--- src/rtl/ep_dreq_seq.sv ---
module ep_dreq_seq #(
  parameter int CNT_W = 16,
  parameter int PKT_W = 10
) (
  input  logic             clk,
  input  logic             rst_n,
  input  logic             cfg_auto,
  input  logic             cfg_dma_en,
  input  logic             cfg_dir_in,
  input  logic             cfg_null_en,
  input  logic [PKT_W-1:0] cfg_pkt_size,
  input  logic             load,
  input  logic [CNT_W-1:0] load_total,
  input  logic             pkt_done,
  input  logic             dma_word,
  input  logic             cpu_clr,
  output logic             dreq,
  output logic             irq,
  output logic             zlp_armed,
  output logic [CNT_W-1:0] remain
);

  logic             dreq_q, done_q, zarm_q, zsend_q;
  logic [CNT_W-1:0] rem_q;
  logic [PKT_W:0]   pcnt_q;

  wire             auto_m = cfg_auto & cfg_dma_en;
  wire [1:0]       step   = (rem_q >= CNT_W'(2)) ? 2'd2 : rem_q[1:0];
  wire [CNT_W-1:0] rem_nx = rem_q - CNT_W'(step);
  wire [PKT_W:0]   pbytes = pcnt_q + (PKT_W+1)'(step);
  wire [PKT_W:0]   psize  = {1'b0, cfg_pkt_size};
  wire             pkt_full = (pbytes == psize);
  wire             pkt_end  = (pbytes >= psize) || (rem_nx == '0);

  assign dreq      = dreq_q;
  assign irq       = auto_m ? done_q : dreq_q;
  assign zlp_armed = zsend_q;
  assign remain    = rem_q;

  always_ff @(posedge clk) begin
    if (!rst_n) begin
      dreq_q  <= 1'b0;
      done_q  <= 1'b0;
      zarm_q  <= 1'b0;
      zsend_q <= 1'b0;
      rem_q   <= '0;
      pcnt_q  <= '0;
    end else if (!auto_m) begin
      done_q  <= 1'b0;
      zarm_q  <= 1'b0;
      zsend_q <= 1'b0;
      if (pkt_done)     dreq_q <= 1'b1;
      else if (cpu_clr) dreq_q <= 1'b0;
    end else if (load) begin
      rem_q   <= load_total;
      pcnt_q  <= '0;
      zarm_q  <= 1'b0;
      zsend_q <= 1'b0;
      done_q  <= (load_total == '0);
      dreq_q  <= cfg_dir_in && (load_total != '0);
    end else begin
      if (cpu_clr) done_q <= 1'b0;
      if (dreq_q && dma_word) begin
        rem_q  <= rem_nx;
        pcnt_q <= pkt_end ? '0 : pbytes;
        if (pkt_end) dreq_q <= 1'b0;
        if (rem_nx == '0) begin
          if (pkt_full && cfg_dir_in && cfg_null_en) zarm_q <= 1'b1;
          else                                       done_q <= 1'b1;
        end
      end else if (pkt_done) begin
        if (zsend_q) begin
          zsend_q <= 1'b0;
          done_q  <= 1'b1;
        end else if (zarm_q) begin
          zarm_q  <= 1'b0;
          zsend_q <= 1'b1;
        end else if (rem_q != '0) begin
          dreq_q  <= 1'b1;
        end
      end
    end
  end

  AST_PP_REM_HOLD: assert property (@(posedge clk) disable iff (!rst_n)
    !auto_m |=> rem_q == $past(rem_q));
  AST_REM_NO_RISE: assert property (@(posedge clk) disable iff (!rst_n)
    (auto_m && !load) |=> rem_q <= $past(rem_q));
  AST_LAST_WORD_DROP: assert property (@(posedge clk) disable iff (!rst_n)
    (auto_m && !load && dreq_q && dma_word && rem_q <= CNT_W'(2)) |=> !dreq_q);
  AST_IRQ_ONLY_AT_END: assert property (@(posedge clk) disable iff (!rst_n)
    (auto_m && irq) |-> rem_q == '0);
  AST_ZLP_NO_DREQ: assert property (@(posedge clk) disable iff (!rst_n)
    (zarm_q || zsend_q) |-> !dreq_q);
  AST_ZLP_IN_ONLY: assert property (@(posedge clk) disable iff (!rst_n)
    $rose(zsend_q) |-> cfg_dir_in && cfg_null_en);

endmodule

--- config.mk ---
export PLATFORM = sky130hd
export DESIGN_NAME = ep_dreq_seq
export DESIGN_NICKNAME = d
export VERILOG_FILES = /design/src/rtl/ep_dreq_seq.sv
export SDC_FILE = /design/constraint.sdc
export NUM_CORES = 1
export LEC_CHECK = 0
export BUFFER_PORTS_ARGS = -buffer_cell sky130_fd_sc_hd__buf_2
export CAP_MARGIN = 20
export CORE_UTILIZATION = 37
export CTS_CLUSTER_DIAMETER = 60
export DETAILED_ROUTE_END_ITERATION = 16
export HOLD_SLACK_MARGIN = 0.12
export PLACE_DENSITY = 0.61
export SLEW_MARGIN = 20
export SYNTH_ARGS = -nofsm -noshare
export SYNTH_HDL_FRONTEND = slang
export SYNTH_SLANG_ARGS = --single-unit
--- constraint.sdc ---
create_clock -name clk -period 13.53 [get_ports clk]
set_input_delay 1.353 -clock clk [delete_from_list [all_inputs] [get_ports clk]]
set_output_delay 1.353 -clock clk [all_outputs]
set_load 0.01 [all_outputs]
### Yosys cells after proc, flatten, opt, wreduce, memory -nomap -nowiden

Cells that the tools add are included.

| operators by class | value |
|---|---|
| bitwise gates (word level) | 4 |
| reductions and logical operators | 18 |
| add/sub/neg operators | 2 |
| order comparisons | 2 |
| equality and inequality tests | 9 |
| mux-type cells | 31 |

Operators with widths:

| cell | number |
|---|---|
| $mux 11 | 3 |
| $logic_not 16->1 | 2 |
| $mux 16 | 2 |
| $reduce_bool 16->1 | 2 |
| $mux 1 | 25 |
| $ge 16x2->1 const B | 1 |
| $sub 16x2->16 | 1 |
| $ne 4x3->1 const B | 3 |
| $add 11x2->11 | 1 |
| $eq 11x10->1 | 1 |
| $ge 11x10->1 | 1 |
| $ne 2x1->1 const B | 3 |
| $reduce_and 2->1 | 3 |
| $reduce_and 6->1 | 1 |
| $logic_and 1x1->1 | 4 |
| $ne 4x2->1 const B | 1 |
| $ne 4x4->1 const B | 1 |
| $reduce_and 4->1 | 1 |
| $reduce_bool 2->1 | 2 |
| $not 1->1 | 3 |
| $reduce_bool 3->1 | 1 |
| $reduce_or 3->1 | 1 |
| $mux 2 | 1 |
| $and 1x1->1 | 1 |
| $logic_or 1x1->1 | 1 |

| storage, ports and cells | value |
|---|---|
| input bits | 36 |
| register bits after elaboration | 31 |

### Longest topological paths before layout

| logic depth | value |
|---|---|
| depth in word-level cells | 10 |
| depth in mapped cells | 19 |
| depth with buffers taken out | 17 |

### Worst setup path before layout

No wires, ideal clock.

| path | value |
|---|---|
| kind | register to register |
| from | register rem_q[14] (netlist: remain[14]) |
| to | register pcnt_q[2] |
| required time | 13,472 ps |
| arrival | 4,342 ps |
| buffers on the path | 0 |
| cell stages (with the launch flop) | 18 |
| slack | 9,130 ps |
| path through | dfxtp_1 -> or4_4 -> nor3_2 -> and3_2 -> ha_1 -> inv_1 -> fa_1 -> nand4b_1 -> nor2_1 -> xor2_1 -> ha_1 -> and3_1 -> a221o_1 -> a31o_2 -> a2111oi_4 -> o31ai_1 -> nor3_1 -> a211o_1 |

| on the way | value |
|---|---|
| longest elaborated chain between the ends | 8 |

Ends and longest elaborated chain:

| what | line | RTL |
|---|---|---|
| from (decl) | 24 | `logic [CNT_W-1:0] rem_q;` |
| from (signal assigned) | 55 | `rem_q <= load_total;` |
| from (signal assigned) | 64 | `rem_q <= rem_nx;` |
| $ge 16x2->1 | 28 | `wire [1:0] step = (rem_q >= CNT_W'(2)) ? 2'd2 : rem_q[1:0];` |
| $mux 2 | 28 |  |
| $add 11x2->11 or $sub 16x2->16 (tied branches) | 30, 29 |  |
| $ge 11x10->1 or $logic_not 16->1 (tied branches) | 33 | `wire pkt_end = (pbytes >= psize) \|\| (rem_nx == '0);` |
| $logic_or 1x1->1 | 33 |  |
| $mux 11 (*) | 65 | `pcnt_q <= pkt_end ? '0 : pbytes;` |
| $mux 11 (*) | 63 | `if (dreq_q && dma_word) begin` |
| $mux 11 (*) | 54 | `end else if (load) begin` |
| to (signal assigned) | 65 |  |
| to (decl) | 25 | `logic [PKT_W:0] pcnt_q;` |

Every way passes the cells marked *; elsewhere a longest branch is shown, timed or not. The select of a mux whose other input is x is not followed.
A chain may end at the register's enable or synchronous reset.

### Final worst setup path

| path | value |
|---|---|
| from | register rem_q[3] (netlist: remain[3]) |
| to | register pcnt_q[2] |

The elaborated chain is that of the path after synthesis.

==> impl_metrics.ini <==
[global_routing]
grt_pass1_vias = 2187
grt_antenna_before_repair = 0
grt_max_degree = 47
grt-ovfl-total = 0
grtUsageTotal_pct = 21.1
grt_pass1_wl_um = 10500

[detailed_routing]
vias_per_cell = 5.50
wirelength_um = 6200
drt-wirelength-per-cell_um = 14.8
vias = 2304
antenna_left = 0
route.detailed.drc = 0
drt_iter0_drc = 112
first_pass_iters = 4

[sta]
fin_tns_setup_ns = 0
finalSetupViolations = 0
hold_violations = 0
tightest_slew_ns = 1.03
rsz0062_at_grt = false
finalMaxSlewViolations = 0
maxSlewHeadroom_pct = 30.9
timing.fmax_mhz = 207
period_minus_slack_ns = 4.84
min_period_over_period_pct = 35.8
finClkSkew_ns = 0.00200

[synth]
synth-async-reset-ratio_pct = 0
synth_cells = 298
syn_avg_cell_area_sq_um = 7.68
synth.area.top_cells = dfxtp_1 (27%), ha_1 (7.1%), o21ai_0 (5.5%)
yosysSeqAreaShare_pct = 27.1
yosysWarnings = 0
synth_enable_flop_cells = 0
synth_cell_types = 58
syn_nets = 348
netlist_area_sq_um = 2290
ys_seq_elements = 31
synth_ff_type = dfxtp_1
yosysTopAreaCell = dfxtp_1
yosys.area.top_type_share_pct = 27.1

[floorplanning]
coreArea_sq_um = 5960
initial_core_util_pct = 38.4
rows = 28
dieHeight_um = 80.6
die_x_um = 80.6
io_pins = 55
dieArea_sq_um = 6500

[clocking]
holdBufCountCts = 0
post_cts_buffers = 0
cts_buffer_depth = 2
clk_latency_ns = 0.29
root_buffer = clkbuf_8
cts.htree.levels = 2
cts_resized = 0
cts.clk_slew.worst_paths_ns = 0.07
cts_made_buffers = 5
cts_tree = built
cts_sinks = 31

[cells_and_area]
fill_cells = 629
insertedDiodeCount = 0
layout-drive-gt1-share_pct = 21.2
instances_no_fill = 419
postLayoutCoreUtil_pct = 44.7
multi_input_area_sq_um = 1520
seq_area_sq_um = 621
syn_to_final_growth_pct = 16.4
final_area_sq_um = 2660
nets = 393

[power]
p_leak_nw = 1.21
ir_worst_vdd_uv = 59.1
power.density_nw_per_um2 = 90.3

[critical_path]
reg2reg_depth = 17
path_max_fanout = 8
path_class = reg2reg
arrival_ns = 5.08
crit_path_end_kind = register
startpoint_type = register
cp_data_required_time_ns = 13.77

[placed_design]
io_buffers = 54
dp_hpwl_um = 4640
gp_congestion = 0.876
placed_area_sq_um = 2580
place_inst = 411

[status]
run_status = finished, final reports clean

[min_path]
min_path_cells = 1
holdCritPathClass = reg2reg

[flow_run]
drv_cap = 0
## per-layer routing
| metal | up-vias | GRT usage [%] | routed length (um) |
|---|---|---|---|
| li1 | 1163 | - | - |
| met1 | 1070 | 28.0 | 2980 |
| met2 | 60 | 33.6 | 2770 |
| met3 | 11 | 3.52 | 310 |
| met4 | 0 | 8.93 | 142 |
| met5 | - | 0 | 0 |
## synthesized netlist by cell type, types with 5 or more instances
library cell  instances
a32o_1                6
a21oi_1              15
clkbuf_1              9
and2_1               10
nor3_1               14
a22oi_1               5
nand2_1              25
xor2_1                6
ha_1                 13
inv_1                20
nor4_1                5
o21ai_0              25
dfxtp_1              31
nor2b_1               8
nand3_1               5
nor2_1               28
## cells by family (layout without fill, tap and decap cells)
kind of cell	after synthesis	after routing	share of synthesized area, %
buffers and inverters	36	82	6.35
adder cells (fa/ha/maj)	14	14	7.99
flip-flops	31	31	27.1
other	1	1	0.164
AO/OA/AOI/OAI	82	82	25.4
multiplexers	4	4	1.86
AND/OR/NAND/NOR	120	120	27.2
XOR/XNOR	10	10	3.83
## area by class of cell
type / instances / area share [%]
sequential: 31 / 23.3
tap: 75 / 3.52
clock inverter: 1 / 0.188
clock buffer: 7 / 2.87
timing repair buffer: 54 / 10.2
multi-input combinational: 231 / 57.1
inverter: 20 / 2.82
## cell usage in the layout (no fill, tap or decap), types with 2 or more instances in the layout
master      n
nor3b_1     2
a32oi_1     4
xor2_1      6
clkbuf_8    5
o2bb2ai_1   2
xnor2_1     4
o21ai_0    25
nor2_1     28
nand4_1     4
nor2b_1     8
nand3_1     5
nand2b_1    3
a21o_1      4
nor3_2      2
nor3_1     14
nand2_1    25
and3_1      3
a32o_1      6
inv_1      20
clkbuf_1    2
buf_2      54
dfxtp_1    31
mux2i_1     2
ha_1       13
nor4_1      5
and2_1     10
nand4b_1    2
mux2_2      2
o221a_2     3
a21oi_1    15
a22oi_1     5
o31ai_1     4
## registers in the layout, summed over array words and instances, names as in the netlist
register and count:
done_q 1, dreq 1, pcnt_q 11, remain 16, zarm_q 1, zlp_armed 1
## where the power goes
group	internal [mW]	leakage (nW)	switching [mW]
clock network	0.0361	0.0422	0.0367
logic	0.0274	0.920	0.0418
registers	0.0940	0.251	0.00440
total	0.157	1.21	0.0829
## per-stage QoR
step           power [mW]  hold slack (ns)  worst slack [ns]
2_1_floorplan       0.150            0.432              9.13
3_3_place_gp        0.169            0.454              8.82
3_5_place_dp        0.169            0.462              8.70
4_1_cts             0.242            0.478              8.67
5_1_grt             0.257            0.496              8.27
6_report            0.240            0.472              8.69
## worst paths after layout
kind / start / to / slack, ns
worst min-delay path: pcnt_q[9]$_SDFFE_PN0P_ / pcnt_q[9]$_SDFFE_PN0P_ / 0.47
worst max-delay path: remain[3]$_SDFFE_PN0P_ / pcnt_q[2]$_SDFFE_PN0P_ / 8.69
worst max register to register: remain[3]$_SDFFE_PN0P_ / pcnt_q[2]$_SDFFE_PN0P_ / 8.69
worst min register to register: pcnt_q[9]$_SDFFE_PN0P_ / pcnt_q[9]$_SDFFE_PN0P_ / 0.47
## critical path: stages (launching register included)
cell	delay, ns
dfxtp_1	0.39
nor3_2	0.29
and4_1	0.43
and3_2	0.24
ha_1	0.16
inv_1	0.06
fa_1	0.44
nand4b_1	0.26
nor2_1	0.15
xor2_1	0.22
ha_1	0.29
and3_1	0.22
a221o_1	0.30
a31o_2	0.23
a2111oi_4	0.54
o31ai_1	0.28
nor3_1	0.19
a211o_1	0.12
No activity file was read; power rests on OpenSTA's default activity.
